$ cat config.mk
export PLATFORM = sky130hd
export DESIGN_NAME = img_xfer_seq
export DESIGN_NICKNAME = d
export VERILOG_FILES = /design/src/rtl/img_seq_pkg.sv /design/src/rtl/img_seq_dp.sv /design/src/rtl/img_seq_ctl.sv /design/src/rtl/img_xfer_seq.sv
export SDC_FILE = /design/constraint.sdc
export NUM_CORES = 1
export LEC_CHECK = 0
export ABC_AREA = 1
export BUFFER_PORTS_ARGS = -buffer_cell sky130_fd_sc_hd__clkbuf_2
export CORE_MARGIN = 2
export CORE_UTILIZATION = 51
export DETAILED_ROUTE_END_ITERATION = 10
export GPL_ROUTABILITY_DRIVEN = 0
export GPL_TIMING_DRIVEN = 0
export PLACE_DENSITY = 0.94
export SLEW_MARGIN = 0
export SYNTH_ARGS = -nofsm -noshare
export SYNTH_HDL_FRONTEND = slang
export SYNTH_SLANG_ARGS = --single-unit
$ cat constraint.sdc
create_clock -name clk -period 4.8 [get_ports clk]
set_input_delay 0 -clock clk [delete_from_list [all_inputs] [get_ports clk]]
set_output_delay 0 -clock clk [all_outputs]
set_load 0.1 [all_outputs]
$ cat src/rtl/img_seq_pkg.sv
package img_seq_pkg;

  typedef enum logic [1:0] {
    PH_LOAD = 2'd0,
    PH_CMD  = 2'd1,
    PH_PROC = 2'd2,
    PH_READ = 2'd3
  } phase_t;

  // strobes from control to datapath
  typedef struct packed {
    logic clrAddr;
    logic setHigh;
    logic incAddr;
    logic latchMode;
  } dp_ctl_t;

  // conditions reported by the datapath
  typedef struct packed {
    logic wrEdge;
    logic rdEdge;
    logic lastLoad;
    logic lastRead;
    logic cmdOk;
  } dp_stat_t;

endpackage

$ cat src/rtl/img_seq_dp.sv
module img_seq_dp
  import img_seq_pkg::*;
#(
  parameter int PIXEL_COUNT = 4096,
  parameter int DATA_W      = 8,
  parameter int ADDR_W      = 13
) (
  input  logic              clk,
  input  logic              rstN,
  input  logic [DATA_W-1:0] hostData,
  input  logic              hostWrEn,
  input  logic              hostRdEn,
  input  logic [DATA_W-1:0] ramRdData,
  input  dp_ctl_t           ctl,
  output dp_stat_t          stat,
  output logic [ADDR_W-1:0] addr,
  output logic [1:0]        engMode,
  output logic [DATA_W-1:0] hostDout
);

  localparam logic [ADDR_W-1:0] LOAD_LAST = ADDR_W'(PIXEL_COUNT - 1);
  localparam logic [ADDR_W-1:0] READ_LAST = ADDR_W'(2 * PIXEL_COUNT - 1);
  localparam logic [ADDR_W-1:0] HIGH_BASE = ADDR_W'(PIXEL_COUNT);

  logic wrPrev, rdPrev;
  logic [1:0] modeQ;

  // enable history: one transfer per assertion
  always_ff @(posedge clk) begin
    if (!rstN) begin
      wrPrev <= 1'b0;
      rdPrev <= 1'b0;
    end else begin
      wrPrev <= hostWrEn;
      rdPrev <= hostRdEn;
    end
  end

  always_ff @(posedge clk) begin
    if (!rstN)              addr <= '0;
    else if (ctl.clrAddr)   addr <= '0;
    else if (ctl.setHigh)   addr <= HIGH_BASE;
    else if (ctl.incAddr)   addr <= addr + 1'b1;
  end

  always_ff @(posedge clk) begin
    if (!rstN)              modeQ <= 2'd0;
    else if (ctl.latchMode) modeQ <= hostData[1:0];
  end

  always_comb begin
    stat.wrEdge   = hostWrEn & ~wrPrev;
    stat.rdEdge   = hostRdEn & ~rdPrev;
    stat.lastLoad = (addr == LOAD_LAST);
    stat.lastRead = (addr == READ_LAST);
    stat.cmdOk    = (hostData[1:0] != 2'd3);
  end

  assign engMode  = modeQ;
  assign hostDout = ramRdData;

  // a plain increment moves the address by exactly one
  assert_addr_step_R8: assert property (@(posedge clk) disable iff (!rstN)
    (ctl.incAddr && !ctl.clrAddr && !ctl.setHigh) |=> addr == $past(addr) + 1'b1);

endmodule

$ cat src/rtl/img_seq_ctl.sv
module img_seq_ctl
  import img_seq_pkg::*;
(
  input  logic     clk,
  input  logic     rstN,
  input  dp_stat_t stat,
  input  logic     engDone,
  output dp_ctl_t  ctl,
  output logic     ramWe,
  output logic     engStart,
  output logic     ramOwnHost
);

  phase_t phase, phaseNext;
  logic   startQ;

  always_ff @(posedge clk) begin
    if (!rstN) begin
      phase  <= PH_LOAD;
      startQ <= 1'b0;
    end else begin
      phase  <= phaseNext;
      startQ <= ctl.latchMode;
    end
  end

  always_comb begin
    phaseNext = phase;
    ctl       = '0;
    ramWe     = 1'b0;
    unique case (phase)
      PH_LOAD: if (stat.wrEdge) begin
        ramWe       = 1'b1;
        ctl.incAddr = 1'b1;
        if (stat.lastLoad) phaseNext = PH_CMD;
      end
      PH_CMD: if (stat.wrEdge && stat.cmdOk) begin
        ctl.latchMode = 1'b1;
        phaseNext     = PH_PROC;
      end
      PH_PROC: if (engDone) begin
        ctl.setHigh = 1'b1;
        phaseNext   = PH_READ;
      end
      PH_READ: if (stat.rdEdge) begin
        if (stat.lastRead) begin
          ctl.clrAddr = 1'b1;
          phaseNext   = PH_LOAD;
        end else begin
          ctl.incAddr = 1'b1;
        end
      end
      default: phaseNext = PH_LOAD;
    endcase
  end

  assign engStart   = startQ;
  assign ramOwnHost = (phase != PH_PROC);

  // the start pulse is seen only once the engine holds the RAM
  assert_start_owner_R4: assert property (@(posedge clk) disable iff (!rstN)
    engStart |-> !ramOwnHost);

  // a rejected command leaves the command phase in place
  assert_reject_stays_R5: assert property (@(posedge clk) disable iff (!rstN)
    (phase == PH_CMD && stat.wrEdge && !stat.cmdOk) |=> phase == PH_CMD);

endmodule

$ cat src/rtl/img_xfer_seq.sv
module img_xfer_seq
  import img_seq_pkg::*;
#(
  parameter int PIXEL_COUNT = 4096,
  parameter int DATA_W      = 8,
  localparam int ADDR_W     = $clog2(2 * PIXEL_COUNT)
) (
  input  logic              clk,
  input  logic              rstN,
  input  logic [DATA_W-1:0] hostData,
  input  logic              hostWrEn,
  input  logic              hostRdEn,
  output logic [DATA_W-1:0] hostDout,
  output logic [ADDR_W-1:0] ramAddr,
  output logic [DATA_W-1:0] ramWrData,
  output logic              ramWe,
  input  logic [DATA_W-1:0] ramRdData,
  output logic              ramOwnHost,
  output logic              engStart,
  output logic [1:0]        engMode,
  input  logic              engDone
);

  dp_ctl_t  ctl;
  dp_stat_t stat;

  img_seq_dp #(
    .PIXEL_COUNT(PIXEL_COUNT),
    .DATA_W     (DATA_W),
    .ADDR_W     (ADDR_W)
  ) uDp (
    .clk      (clk),
    .rstN     (rstN),
    .hostData (hostData),
    .hostWrEn (hostWrEn),
    .hostRdEn (hostRdEn),
    .ramRdData(ramRdData),
    .ctl      (ctl),
    .stat     (stat),
    .addr     (ramAddr),
    .engMode  (engMode),
    .hostDout (hostDout)
  );

  img_seq_ctl uCtl (
    .clk       (clk),
    .rstN      (rstN),
    .stat      (stat),
    .engDone   (engDone),
    .ctl       (ctl),
    .ramWe     (ramWe),
    .engStart  (engStart),
    .ramOwnHost(ramOwnHost)
  );

  assign ramWrData = hostData;

  // one write strobe per enable assertion
  assert_we_pulse_R2: assert property (@(posedge clk) disable iff (!rstN)
    ramWe |=> !ramWe);

  // start is a single-cycle pulse
  assert_start_pulse_R4: assert property (@(posedge clk) disable iff (!rstN)
    engStart |=> !engStart);

  // the host side never writes while the engine owns the RAM
  assert_no_write_proc_R6: assert property (@(posedge clk) disable iff (!rstN)
    !ramOwnHost |-> !ramWe);

  // the address is frozen until the engine finishes
  assert_proc_frozen_R6: assert property (@(posedge clk) disable iff (!rstN)
    (!ramOwnHost && !engDone) |=> $stable(ramAddr));

  // readout starts at the first upper-half word with the host owning the RAM
  assert_read_base_R7: assert property (@(posedge clk) disable iff (!rstN)
    (!ramOwnHost && engDone) |=> (ramOwnHost && ramAddr == ADDR_W'(PIXEL_COUNT)));

endmodule

======== Word level (Yosys, flattened, before mapping) ========
Cells that the tools add are included.
operators by class
  $add $sub $neg .......................... 1
  equality and inequality tests ........... 13
  multiplexer cells ....................... 21
  bitwise gates (word level) .............. 5
  reduce and logical (&&, ||, !) cells .... 6
operators with widths
  operator                                                number
  2-to-1 mux 13 bit                                       2
  adder 13 x 1 -> 13 bit (second input constant)          1
  == test 13 x 12 -> 1 bit (second input constant)        1
  == test 13 bit (second input constant)                  1
  2-to-1 mux 2 bit                                        6
  inequality test 2 bit (second input constant)           6
  2-to-1 mux 1 bit                                        11
  case mux 2 bit (4 select lines)                         1
  AND reduction 6 bit                                     1
  == test 2 bit (second input constant)                   2
  inequality test 2 x 1 -> 1 bit (second input constant)  2
  NOT 1 bit                                               3
  OR reduction 3 bit                                      1
  bitwise AND 1 bit                                       2
  == test 2 x 1 -> 1 bit (second input constant)          1
  zero test 2 bit                                         1
  case mux 1 bit (2 select lines)                         1
  nonzero test 2 bit                                      1
  OR reduction 2 bit                                      1
  logical AND 1 bit                                       1
word-level totals
  bits in registers ....................... 20
  bits of input ports ..................... 21
  output and inout bits ................... 34

======== Logic depth before layout (Yosys ltp) ========
  depth after elaboration ................. 6
  depth in mapped cells ................... 12
  mapped depth without buffers ............ 12

======== By module ========
Synthesis repeated with hierarchy kept, for this count alone.
second synthesis, totals
  cells, all modules ...................... 180
  area, all modules ....................... 1261.2 um2
by module, submodules not included
  module        times used  cells an instance  area an instance (um2)  seq. area each (um2)
  img_seq_dp    1           123                892.1                   340.3
  img_seq_ctl   1           49                 309.0                   60.1
  img_xfer_seq  1           8                  60.1                    0.0

======== Worst setup path after synthesis ========
No wires, ideal clock.
  path kind ............................... reg2reg
  start point ............................. register uCtl.phase[0]
  end point ............................... register uDp.addr[5]
  library setup time ...................... 0.067 ns
  data arrival time ....................... 2.598 ns
  path slack .............................. 2.135 ns
  cell stages (with the launch flop) ...... 12
  cell sequence ........................... dfxtp_1 > inv_1 > ha_1 > inv_1 > nor2_1 > inv_1 > nand2_2 > nand2_4 > inv_2 > buf_6 > nand2_1 > a21oi_2
between the ends
  longest elaborated chain between the ends .. 3
  elaborated cells between the ends (all ways) .. 7
  those cells by class .................... 2 x eq/ne; 3 x mux; 2 x reduce/logical
ends and longest elaborated chain
  element                              RTL line           source
  start: declaration                   img_seq_ctl.sv:14  phase_t phase, phaseNext;
  start signal: assignment             img_seq_ctl.sv:22  phase <= phaseNext;
  == test 2 bit                        img_seq_ctl.sv:31  unique case (phase)
  2-to-1 mux 1 bit                     img_seq_ctl.sv:31
  OR reduction 3 bit (no source line)  -
  end signal: assignment               img_seq_dp.sv:43   else if (ctl.incAddr) addr <= addr + 1'b1;
  end: declaration                     img_seq_dp.sv:16   output logic [ADDR_W-1:0] addr,
Parallel ways exist; a longest one is shown, timed or not.
A chain may end at the register's enable or synchronous reset.

======== Worst setup path in the final report ========
  start point ............................. register uDp.addr[0]
  end point ............................... register uDp.addr[4]
between the ends
  longest elaborated chain between the ends .. 5
  elaborated cells between the ends (all ways) .. 9
  those cells by class .................... 1 x add/sub; 1 x eq/ne; 6 x mux; 1 x reduce/logical
ends and longest elaborated chain
  element                              RTL line           source
  == test 13 bit                       img_seq_dp.sv:55   stat.lastRead = (addr == READ_LAST);
  2-to-1 mux 1 bit                     img_seq_ctl.sv:46  if (stat.lastRead) begin
  2-to-1 mux 1 bit                     img_seq_ctl.sv:45  PH_READ: if (stat.rdEdge) begin
  2-to-1 mux 1 bit                     img_seq_ctl.sv:31
  OR reduction 3 bit (no source line)  -
Parallel ways exist; a longest one is shown, timed or not.

==> load_flow_metrics.sql <==
INSERT INTO impl_metrics (metric_group, metric, value, unit) VALUES
('drt', 'dr.pass1.iters', '4', ''),
('pwr', 'internal_power', '224', 'µW'),
('global_routing', 'grt.overflow.total', '0', ''),
('pwr', 'max-vdd-ir-drop', '0.147', 'mV'),
('pwr', 'net-switching-power', '139', 'µW'),
('logic_synthesis', 'yosys_register_bits', '20', ''),
('worst_hold_path', 'hold_path_class', 'primary input to register', ''),
('worst_hold_path', 'worstHoldStart', 'engDone', ''),
('setup_path', 'critical_path.n_buffers_inverters', '1', ''),
('setup_path', 'critical_path_arrival', '1990', 'ps'),
('setup_path', 'timing.critical_path.max_delay_family', 'simple AND/OR/NAND/NOR gates', ''),
('pwr', 'pwr-share-clk', '22.5', '%'),
('global_routing', 'number_of_antenna_violations_at_the_first_check_in_global_routing', '0', ''),
('setup_path', 'slowest_delay', '420', 'ps'),
('pwr', 'switching_portion_of_total_power', '38.4', '%'),
('status', 'outcome', 'finished, final reports clean', ''),
('timing', 'drv_slew', '0', ''),
('logic_synthesis', 'synth.yosys.seq_area_share', '29.6', '%'),
('timing', 'timing.setup.tns', '0', 'ps'),
('die', 'floorplan.initialDensity', '54.1', '%'),
('setup_path', 'critPathLaunchType', 'register', ''),
('cells_and_area', 'fin_nets', '264', ''),
('logic_synthesis', 'synthesis.nets', '212', ''),
('timing', 'rsz0062_at_grt', 'no', ''),
('setup_path', 'r2r_end', 'uDp.addr[4]', ''),
('die', 'placementRows', '18', ''),
('pwr', 'static-leakage-power', '0.807', 'nW'),
('cts', 'clkTransAtPathRegs', '110', 'ps'),
('cts', 'tritoncts', 'built', ''),
('cts', 'clock_sink_count', '20', ''),
('timing', 'finalCritPeriodShare', '37.3', '%'),
('timing', 'shortest_clock_period_the_worst_path_allows_after_layout', '1790', 'ps'),
('cts', 'ctsResizeCount', '0', ''),
('drt', 'postRouteWirelength', '2.72', 'mm'),
('timing', 'finalClockSkew', '5.56', 'ps'),
('setup_path', 'r2r.worst_path.cells', '7', ''),
('die', 'io_pins', '55', ''),
('die', 'die_w', '55.5', 'µm'),
('cells_and_area', 'area_growth', '24.4', '%'),
('setup_path', 'crit_path_cell_trace', 'ha_1, nand3_2, nor2_4, a41oi_1, nand2_1, buf_2, a21oi_2', ''),
('worst_hold_path', 'worst_hold_path.endpoint', 'uDp.addr[12]', ''),
('die', 'die_y', '55.5', 'µm'),
('cts', 'clock_tree.root_cell', 'clkbuf_4', ''),
('global_routing', 'grt_max_degree', '11', ''),
('timing', 'hold_viol', '0', ''),
('logic_synthesis', 'synthDistinctLibCells', '25', ''),
('setup_path', 'crit_path_max_fanout', '10', ''),
('logic_synthesis', 'synth_area_per_cell', '7.30', 'µm²'),
('setup_path', 'worst-endpoint-required', '5000', 'ps'),
('cells_and_area', 'final_layout_size_suffix_gt1_share', '37.4', '%'),
('drt', 'detailroute.via_count', '1246', ''),
('cells_and_area', 'post_layout_util', '67.3', '%'),
('logic_synthesis', 'synth.cell_area', '1350', 'µm²'),
('die', 'design.die.area', '3080', 'µm²'),
('global_routing', 'vias_in_the_first_global_route', '1065', ''),
('cts', 'clock_path_buffers', '2', ''),
('timing', 'report.final.setup_viol', '0', ''),
('timing', 'worst_pin_slew', '544', 'ps'),
('die', 'floorplan.core_area', '2500', 'µm²'),
('cts', 'clock_latency', '310', 'ps'),
('logic_synthesis', 'yosys_synthesis_warning_count', '0', ''),
('worst_hold_path', 'worstHoldPathCells', '5', ''),
('global_routing', 'grt_first_pass_wirelength', '4.44', 'mm'),
('pwr', 'power.share.combinational', '30.8', '%'),
('cells_and_area', 'antenna_cells', '0', ''),
('pwr', 'power_density', '216', 'nW/µm²'),
('place', 'place_hpwl', '2.06', 'mm'),
('cts', 'tritoncts.num_buffers', '3', ''),
('timing', 'slew_headroom', '63.9', '%'),
('logic_synthesis', 'post_synth_inst_count', '185', ''),
('setup_path', 'worstSetupPathType', 'register to register', '');
## synthesized netlist by cell type, drive strengths merged
cell / count / area share [%]
o21ai: 1 / 0.37
a41oi: 1 / 0.65
xnor2: 4 / 2.6
nand2: 54 / 17
buf: 19 / 12
dfxtp: 20 / 30
nand3: 12 / 5.2
o22ai: 1 / 0.46
a21oi: 15 / 8.3
xor2: 6 / 3.9
nor2: 19 / 5.8
inv: 24 / 6.7
nor3: 2 / 1.9
ha: 6 / 5.6
and3: 1 / 0.46
## metrics by stage
step,setup slack (ps),hold slack [ps],instance area (µm²),instances,power (mW)
detailed placement,3030,204,1590,255,0.281
floorplan,2140,93.5,1350,185,0.267
CTS,3010,31.7,1680,265,0.367
global placement,3070,196,1590,255,0.280
global route,2870,58.5,1680,265,0.377
finish,3010,37.3,1680,265,0.364
## timing repair
action | in CTS | in global routing
endpoints found under the setup margin | 0 | 0
hold buffers | 7 | 0
setup buffers | 0 | 0
endpoints found under the hold margin | 6 | 0
## routing by layer
layer,wire length (µm),GRT usage (%)
met2,1280,29.8
met1,1250,22.0
met3,124,2.34
met4,65,8.01
met5,0,0
## kinds of logic (layout without fill, tap and decap cells)
family | after synthesis | count (layout) | share of synthesized area [%]
buffers and inverters | 43 | 93 | 18.2
xor gates and xnor gates | 10 | 10 | 6.48
and+or+nand+nor | 88 | 88 | 30.3
AOI/OAI and AO/OA | 18 | 18 | 9.81
DFF | 20 | 20 | 29.6
adders and majority gates | 6 | 6 | 5.56
## power groups by stage
stage / Clock [mW] / Combinational, mW / Sequential (mW)
global route: 0.0901 / 0.116 / 0.170
CTS: 0.0847 / 0.112 / 0.170
global placement: 0 / 0.107 / 0.173
floorplan: 0 / 0.0849 / 0.182
finish: 0.0819 / 0.112 / 0.170
detailed placement: 0 / 0.108 / 0.174
## worst max path at each step
stage,start,endpoint,slack (ps),depth (start not counted)
after floorplan,uCtl.phase[0],uDp.addr[5],2140,11
after global placement,uDp.addr[0],uDp.addr[1],3070,7
after detailed placement,uDp.addr[0],uDp.addr[4],3030,7
after CTS,uDp.addr[0],uDp.addr[4],3010,7
after global routing,uDp.addr[0],uDp.addr[4],2870,7
final,uDp.addr[0],uDp.addr[4],3010,7
## layout by cell type (no fill, tap or decap), types with 2 or more instances in the layout
| cell type | instances |
|---|---|
| nor2_1 | 18 |
| dfxtp_1 | 20 |
| xnor2_1 | 4 |
| xor2_1 | 6 |
| a21oi_1 | 5 |
| nand3_1 | 10 |
| nand3_2 | 2 |
| inv_2 | 3 |
| clkbuf_4 | 3 |
| ha_1 | 6 |
| dlygate4sd3_1 | 7 |
| nand2_2 | 7 |
| inv_1 | 21 |
| clkbuf_2 | 40 |
| nand2_1 | 46 |
| buf_4 | 16 |
| a21oi_2 | 10 |
## tightest hold or removal path, cell delays in order
cell and delay [ps]:
clkbuf_2 90, nand2_1 70, nand3_1 80, nand2_1 40
inv_1 40
## area by class of cell
class | instances | area (µm²)
inverters | 24 | 90.1
plain buffers | 19 | 156
fillers | 208 | 818
multi-input cells | 122 | 704
flip-flops and latches | 20 | 400
well taps | 30 | 37.5
clock buffers | 3 | 22.5
repair buffers | 47 | 270
## flip-flops by register name, summed over array words and instances (netlist names)
register       count
uDp.engMode        2
uDp.addr          13
uCtl.phase         2
uCtl.engStart      1
uDp.wrPrev         1
uDp.rdPrev         1
Power figures use the tool's default switching activity.
